$ cat config.mk
export PLATFORM = sky130hd
export DESIGN_NAME = ata_tf_remap
export DESIGN_NICKNAME = d
export VERILOG_FILES = /design/src/rtl/ata_remap_pkg.sv /design/src/rtl/ata_addr_fold.sv /design/src/rtl/ata_byte_phase.sv /design/src/rtl/ata_devctl.sv /design/src/rtl/ata_tf_remap.sv
export SDC_FILE = /design/constraint.sdc
export NUM_CORES = 1
export LEC_CHECK = 0
export BUFFER_PORTS_ARGS = -buffer_cell sky130_fd_sc_hd__buf_2
export CELL_PAD_IN_SITES_DETAIL_PLACEMENT = 1
export CELL_PAD_IN_SITES_GLOBAL_PLACEMENT = 1
export CORE_AREA = 2 2 76 78
export DETAILED_ROUTE_END_ITERATION = 10
export DIE_AREA = 0 0 78 80
export PLACE_DENSITY_LB_ADDON = 0.25
export SYNTH_ARGS = -nofsm -noshare
export SYNTH_HDL_FRONTEND = slang
export SYNTH_HIERARCHICAL = 1
export SYNTH_SLANG_ARGS = --single-unit
$ cat constraint.sdc
create_clock -name clk -period 2.65 [get_ports clk]
set_clock_uncertainty 0.2 [all_clocks]
set_input_delay 0.3975 -clock clk [delete_from_list [all_inputs] [get_ports clk]]
set_output_delay 0.3975 -clock clk [all_outputs]
set_load 0.03 [all_outputs]
$ cat src/rtl/ata_remap_pkg.sv
package ata_remap_pkg;

    typedef enum logic [1:0] {
        MODE_MEM  = 2'd0,
        MODE_IO16 = 2'd1,
        MODE_PRI  = 2'd2,
        MODE_SEC  = 2'd3
    } fold_mode_e;

    typedef enum logic {
        ST_EVEN = 1'b0,
        ST_ODD  = 1'b1
    } phase_e;

    localparam logic [3:0] IDX_DATA    = 4'h0;
    localparam logic [3:0] IDX_DATA2   = 4'h8;
    localparam logic [3:0] IDX_ODD     = 4'h9;
    localparam logic [3:0] IDX_ERRFEAT = 4'hD;
    localparam logic [3:0] IDX_ALTCTL  = 4'hE;
    localparam logic [3:0] IDX_DEVADR  = 4'hF;
    localparam logic [3:0] TF_ERR_REG  = 4'h1;
    localparam int         SRST_BIT    = 2;
    localparam logic [7:0] DEVADR_BASE = 8'hC2;

endpackage

$ cat src/rtl/ata_addr_fold.sv
module ata_addr_fold
    import ata_remap_pkg::*;
#(
    parameter int ADDR_W = 11
) (
    input  logic [1:0]        mode,
    input  logic [ADDR_W-1:0] addr,
    output logic [3:0]        idx
);
    localparam int          WIN_SHIFT = 10;
    localparam int          BLK_SHIFT = 4;
    localparam logic [ADDR_W-1:0] PRI_HI_BLK = ADDR_W'(32'h3F);
    localparam logic [ADDR_W-1:0] PRI_LO_BLK = ADDR_W'(32'h1F);
    localparam logic [ADDR_W-1:0] SEC_HI_BLK = ADDR_W'(32'h37);
    localparam logic [ADDR_W-1:0] SEC_LO_BLK = ADDR_W'(32'h17);
    localparam logic [ADDR_W-1:0] PRI_HI_OFS = ADDR_W'(32'h3E8);
    localparam logic [ADDR_W-1:0] PRI_LO_OFS = ADDR_W'(32'h1F0);
    localparam logic [ADDR_W-1:0] SEC_HI_OFS = ADDR_W'(32'h368);
    localparam logic [ADDR_W-1:0] SEC_LO_OFS = ADDR_W'(32'h170);

    logic [ADDR_W-1:0] folded;
    logic [ADDR_W-1:0] blk;

    assign blk = addr >> BLK_SHIFT;

    always_comb begin
        folded = addr;
        unique case (fold_mode_e'(mode))
            MODE_MEM: begin
                if ((addr >> WIN_SHIFT) == ADDR_W'(1)) folded = '0;
            end
            MODE_IO16: folded = addr;
            MODE_PRI: begin
                if (blk == PRI_HI_BLK)      folded = addr - PRI_HI_OFS;
                else if (blk == PRI_LO_BLK) folded = addr - PRI_LO_OFS;
            end
            MODE_SEC: begin
                if (blk == SEC_HI_BLK)      folded = addr - SEC_HI_OFS;
                else if (blk == SEC_LO_BLK) folded = addr - SEC_LO_OFS;
            end
            default: folded = addr;
        endcase
    end

    assign idx = folded[3:0];

endmodule

$ cat src/rtl/ata_byte_phase.sv
module ata_byte_phase
    import ata_remap_pkg::*;
#(
    parameter int HOLD_W = 16
) (
    input  logic              clk,
    input  logic              rst_n,
    input  logic              toggle,
    input  logic              clear,
    input  logic [7:0]        lo_byte,
    output logic              phase,
    output logic [HOLD_W-1:0] hold
);
    phase_e state_q, state_d;

    always_comb begin
        state_d = state_q;
        if (clear) begin
            state_d = ST_EVEN;
        end else if (toggle) begin
            unique case (state_q)
                ST_EVEN: state_d = ST_ODD;
                ST_ODD:  state_d = ST_EVEN;
                default: state_d = ST_EVEN;
            endcase
        end
    end

    always_ff @(posedge clk or negedge rst_n) begin
        if (!rst_n) state_q <= ST_EVEN;
        else        state_q <= state_d;
    end

    always_ff @(posedge clk or negedge rst_n) begin
        if (!rst_n)      hold <= '0;
        else if (toggle) hold <= HOLD_W'(lo_byte);
    end

    assign phase = (state_q == ST_ODD);


    phase_flip_chk: assert property (@(posedge clk) disable iff (!rst_n)
        toggle && !clear |=> phase != $past(phase));


    phase_clear_chk: assert property (@(posedge clk) disable iff (!rst_n)
        clear |=> !phase);

endmodule

$ cat src/rtl/ata_devctl.sv
module ata_devctl
    import ata_remap_pkg::*;
(
    input  logic       clk,
    input  logic       rst_n,
    input  logic       load,
    input  logic [7:0] wbyte,
    output logic       srst,
    output logic [7:0] ctrl
);
    assign srst = load && wbyte[SRST_BIT];

    always_ff @(posedge clk or negedge rst_n) begin
        if (!rst_n)    ctrl <= '0;
        else if (srst) ctrl <= '0;
        else if (load) ctrl <= wbyte;
    end


    ctrl_srst_zero_chk: assert property (@(posedge clk) disable iff (!rst_n)
        srst |=> ctrl == 8'h00);


    ctrl_load_chk: assert property (@(posedge clk) disable iff (!rst_n)
        load && !wbyte[SRST_BIT] |=> ctrl == $past(wbyte));

endmodule

$ cat src/rtl/ata_tf_remap.sv
module ata_tf_remap
    import ata_remap_pkg::*;
#(
    parameter int ADDR_W = 11,
    parameter int DATA_W = 16
) (
    input  logic              clk,
    input  logic              rst_n,
    input  logic [1:0]        mode,
    input  logic              host_stb,
    input  logic              host_we,
    input  logic [ADDR_W-1:0] host_addr,
    input  logic [DATA_W-1:0] host_wdata,
    output logic [DATA_W-1:0] host_rdata,
    output logic              tf_stb,
    output logic              tf_we,
    output logic [3:0]        tf_idx,
    output logic [DATA_W-1:0] tf_wdata,
    input  logic [DATA_W-1:0] tf_rdata,
    input  logic              drv_present,
    input  logic [7:0]        drv_status,
    input  logic [7:0]        dev_head,
    input  logic              pwrdn,
    output logic              wake_pulse,
    output logic              soft_rst,
    output logic [7:0]        dev_ctrl,
    output logic              byte_phase
);
    localparam int HOLD_W = 16;

    logic [3:0]        idx;
    logic              odd_wr;
    logic              ctl_wr;
    logic [HOLD_W-1:0] odd_hold;
    logic [7:0]        devadr;

    ata_addr_fold #(.ADDR_W(ADDR_W)) u_fold (
        .mode (mode),
        .addr (host_addr),
        .idx  (idx)
    );

    ata_byte_phase #(.HOLD_W(HOLD_W)) u_phase (
        .clk     (clk),
        .rst_n   (rst_n),
        .toggle  (odd_wr),
        .clear   (soft_rst),
        .lo_byte (host_wdata[7:0]),
        .phase   (byte_phase),
        .hold    (odd_hold)
    );

    ata_devctl u_ctl (
        .clk   (clk),
        .rst_n (rst_n),
        .load  (ctl_wr),
        .wbyte (host_wdata[7:0]),
        .srst  (soft_rst),
        .ctrl  (dev_ctrl)
    );

    assign devadr = DEVADR_BASE | {2'b00, ~dev_head[3:0], 2'b00};

    always_comb begin
        tf_stb     = 1'b0;
        tf_we      = host_we;
        tf_idx     = idx;
        tf_wdata   = host_wdata;
        host_rdata = '0;
        odd_wr     = 1'b0;
        ctl_wr     = 1'b0;
        wake_pulse = 1'b0;
        if (host_stb) begin
            unique case (idx)
                IDX_DATA, IDX_DATA2: begin
                    tf_stb     = 1'b1;
                    tf_idx     = IDX_DATA;
                    host_rdata = tf_rdata;
                end
                IDX_ODD: begin
                    if (host_we) odd_wr = 1'b1;
                    else         host_rdata = DATA_W'(odd_hold[15:8]);
                end
                IDX_ERRFEAT: begin
                    tf_stb     = 1'b1;
                    tf_idx     = TF_ERR_REG;
                    host_rdata = tf_rdata;
                end
                IDX_ALTCTL: begin
                    if (host_we)          ctl_wr = 1'b1;
                    else if (drv_present) host_rdata = DATA_W'(drv_status);
                end
                IDX_DEVADR: begin
                    if (host_we) begin
                        tf_stb     = 1'b1;
                        wake_pulse = pwrdn;
                    end else begin
                        host_rdata = DATA_W'(devadr);
                    end
                end
                default: begin
                    tf_stb     = 1'b1;
                    host_rdata = tf_rdata;
                    wake_pulse = host_we && pwrdn;
                end
            endcase
        end
    end


    mem_window_chk: assert property (@(posedge clk) disable iff (!rst_n)
        host_stb && mode == 2'd0 && (host_addr >> 10) == ADDR_W'(1)
        |-> tf_stb && tf_idx == 4'h0);


    data_idx_chk: assert property (@(posedge clk) disable iff (!rst_n)
        host_stb && (idx == 4'h0 || idx == 4'h8) |-> tf_stb && tf_idx == 4'h0);


    wake_fwd_chk: assert property (@(posedge clk) disable iff (!rst_n)
        wake_pulse |-> tf_stb && tf_we && pwrdn);


    alt_no_tf_chk: assert property (@(posedge clk) disable iff (!rst_n)
        host_stb && idx == 4'hE |-> !tf_stb);

endmodule

==> impl_metrics.toml <==
[logic_synthesis]
ys_warn_count = 6
avgSynthCellArea_um2 = 8.69
synth_area_um2 = 1110
postSynthCellCount = 128

[clock_network]
clock_sinks = 9
clockBufferDepth = 2
htree_num_levels = 1
cts_root_buf = "clkbuf_8"
clkLatencyLatePin_ns = 0.22
cts_made_buffers = 3
tritoncts = "done"
cts.clk_slew.worst_paths_ns = 0.04

[hold_path]
hp-start = "host_wdata[0]"
min_to = "u_ctl/ctrl[0]$_DFFE_PN0P_"
whs_path_depth = 2
min_path_type = "input port to register"

[timing]
setup_viol = 0
setup_ws_ns = 0.0310
rsz0062_at_grt = "yes"
period_minus_slack_ns = 2.62
finalCritPeriodShare_pct = 98.8
slew_viol_final = 0
tns_ns = 0
final-hold-violation-count = 0
max_freq_mhz = 382

[drt]
postRouteWirelength_um = 3700
wl_per_cell_um = 12.7
route.detailed.drc = 0
vias = 1244
via_per_inst = 4.26
drt_first_pass_iters = 2
drt_iter0_markers = 3
antenna_left = 0

[worst_setup_path]
cp.arrival_ns = 2.02
critPathKind = "input port to output port"
cp-start-kind = "input port"
r2r_start = "u_ctl/ctrl[7]$_DFFE_PN0P_"
r2r_setup_slack_ns = 1.74
end_kind = "output port"
reg2reg_depth = 1
r2r_end = "u_ctl/ctrl[7]$_DFFE_PN0P_"
crit_fanout = 6
critical_path_required_ns = 2.05

[global_routing]
grt_pass1_wl_um = 5720
grt_usage_pct = 11.0
overflow = 0
grt_pass1_vias = 1279
antenna_found_initial = 0
grt_start_max_net_pins = 17

[finish]
synthToLayoutAreaGrowth_pct = 65.6
regArea_um2 = 225
final_layout_size_suffix_gt1_share_pct = 64.1
antenna_cells = 0
final_core_util_pct = 34.1
fill_cells = 678
fin_nets = 288
multi_input_area_um2 = 739

[floorplan]
die_w_um = 78
io_pins = 116
start_util_pct = 20.6
dieArea_um2 = 6240
coreArea_um2 = 5410
fp.dieH_um = 80
rows = 27

[power]
ir_drop_mv = 0.132
combPwrFrac_pct = 52.1
power_frac_clock_pct = 22.9
intPower_uw = 411
power_density_nw_per_um2 = 360
swShare_pct = 38.1
p_switching_uw = 252
pwr-share-seq_pct = 25.0
power_uw = 663
p_leak_nw = 0.968

[placement]
place_hpwl_um = 2990
gp_congestion = 0.668
io_buffers = 95
dp_slack_ns = -0.393

[run_status]
status = "completed"

[flow_run]
cap_violations = 0
==> worst max path at each step <==
| stage | start | to | cells after the start |
|---|---|---|---|
| after floorplan | host_addr[8] | host_rdata[0] | 8 |
| after global placement | mode[0] | host_rdata[1] | 9 |
| after detailed placement | mode[0] | host_rdata[1] | 9 |
| after CTS | mode[0] | host_rdata[1] | 11 |
| after global routing | mode[0] | host_rdata[2] | 11 |
| final | mode[0] | host_rdata[2] | 11 |
==> timing repair <==
item | CTS | global route
endpoints found under the setup margin | 18 | 17
setup buffers | 2 | 1
cloned | 0 | 0
pin swaps | 4 | 9
hold endpoints to repair | 9 | 0
resized for setup | 17 | 29
hold buffers | 1 | 0
==> power groups by stage <==
stage          Clock, mW  Combinational, mW  Sequential (mW)
2_1_floorplan          0              0.193            0.204
3_3_place_gp           0              0.308            0.168
3_5_place_dp           0              0.311            0.168
4_1_cts            0.161              0.325            0.166
5_1_grt            0.170              0.369            0.168
6_report           0.152              0.345            0.166
==> through the flow <==
stage,instances,instance area (um2),hold WS [ns]
after floorplan,135,1140,-0.0981
final,292,1840,0.206
after global routing,292,1840,0.200
after CTS,291,1700,0.202
after global placement,284,1580,0.0647
after detailed placement,284,1580,0.0625
==> routing by layer <==
layer,track usage (%),routed length [um],vias to the layer above
li1,-,-,610
met1,13.2,1470,570
met2,19.7,1880,62
met3,3.17,338,2
met4,1.58,4,0
met5,0,0,-
==> flip-flops by register name, summed over array words and instances, names as in the netlist <==
signal	count
u_ctl/ctrl	8
u_phase/phase	1
==> layout by cell type (no fill, tap or decap), types with 2 or more instances in the layout <==
cell / count
a22o_1: 17
buf_4: 17
dfrtp_1: 9
and2_1: 8
clkbuf_4: 3
buf_2: 83
nor2_4: 2
o2bb2ai_2: 4
nor2_1: 2
and3_1: 2
inv_1: 3
conb_1: 8
nor2b_1: 2
a2bb2oi_1: 4
clkbuf_8: 3
nor2b_4: 3
o2bb2ai_1: 2
a21oi_1: 4
buf_6: 12
nand2b_1: 2
nand2_1: 3
==> critical path, cell delays in order <==
cell       delay (ns)
buf_6            0.09
buf_6            0.11
xnor2_4          0.12
o31ai_1          0.20
nor3b_2          0.19
buf_4            0.17
and3_4           0.22
buf_6            0.13
o2bb2ai_4        0.10
a22o_1           0.15
buf_6            0.13
==> layout make-up <==
class                      instances  share of cell area [%]
tap                               72                    4.89
multi-input combinational         87                    40.1
inverter                           3                   0.611
clock buffer                       4                    2.45
sequential                         9                    12.2
timing repair buffer             117                    39.7
(Power assumes the default switching activity.)
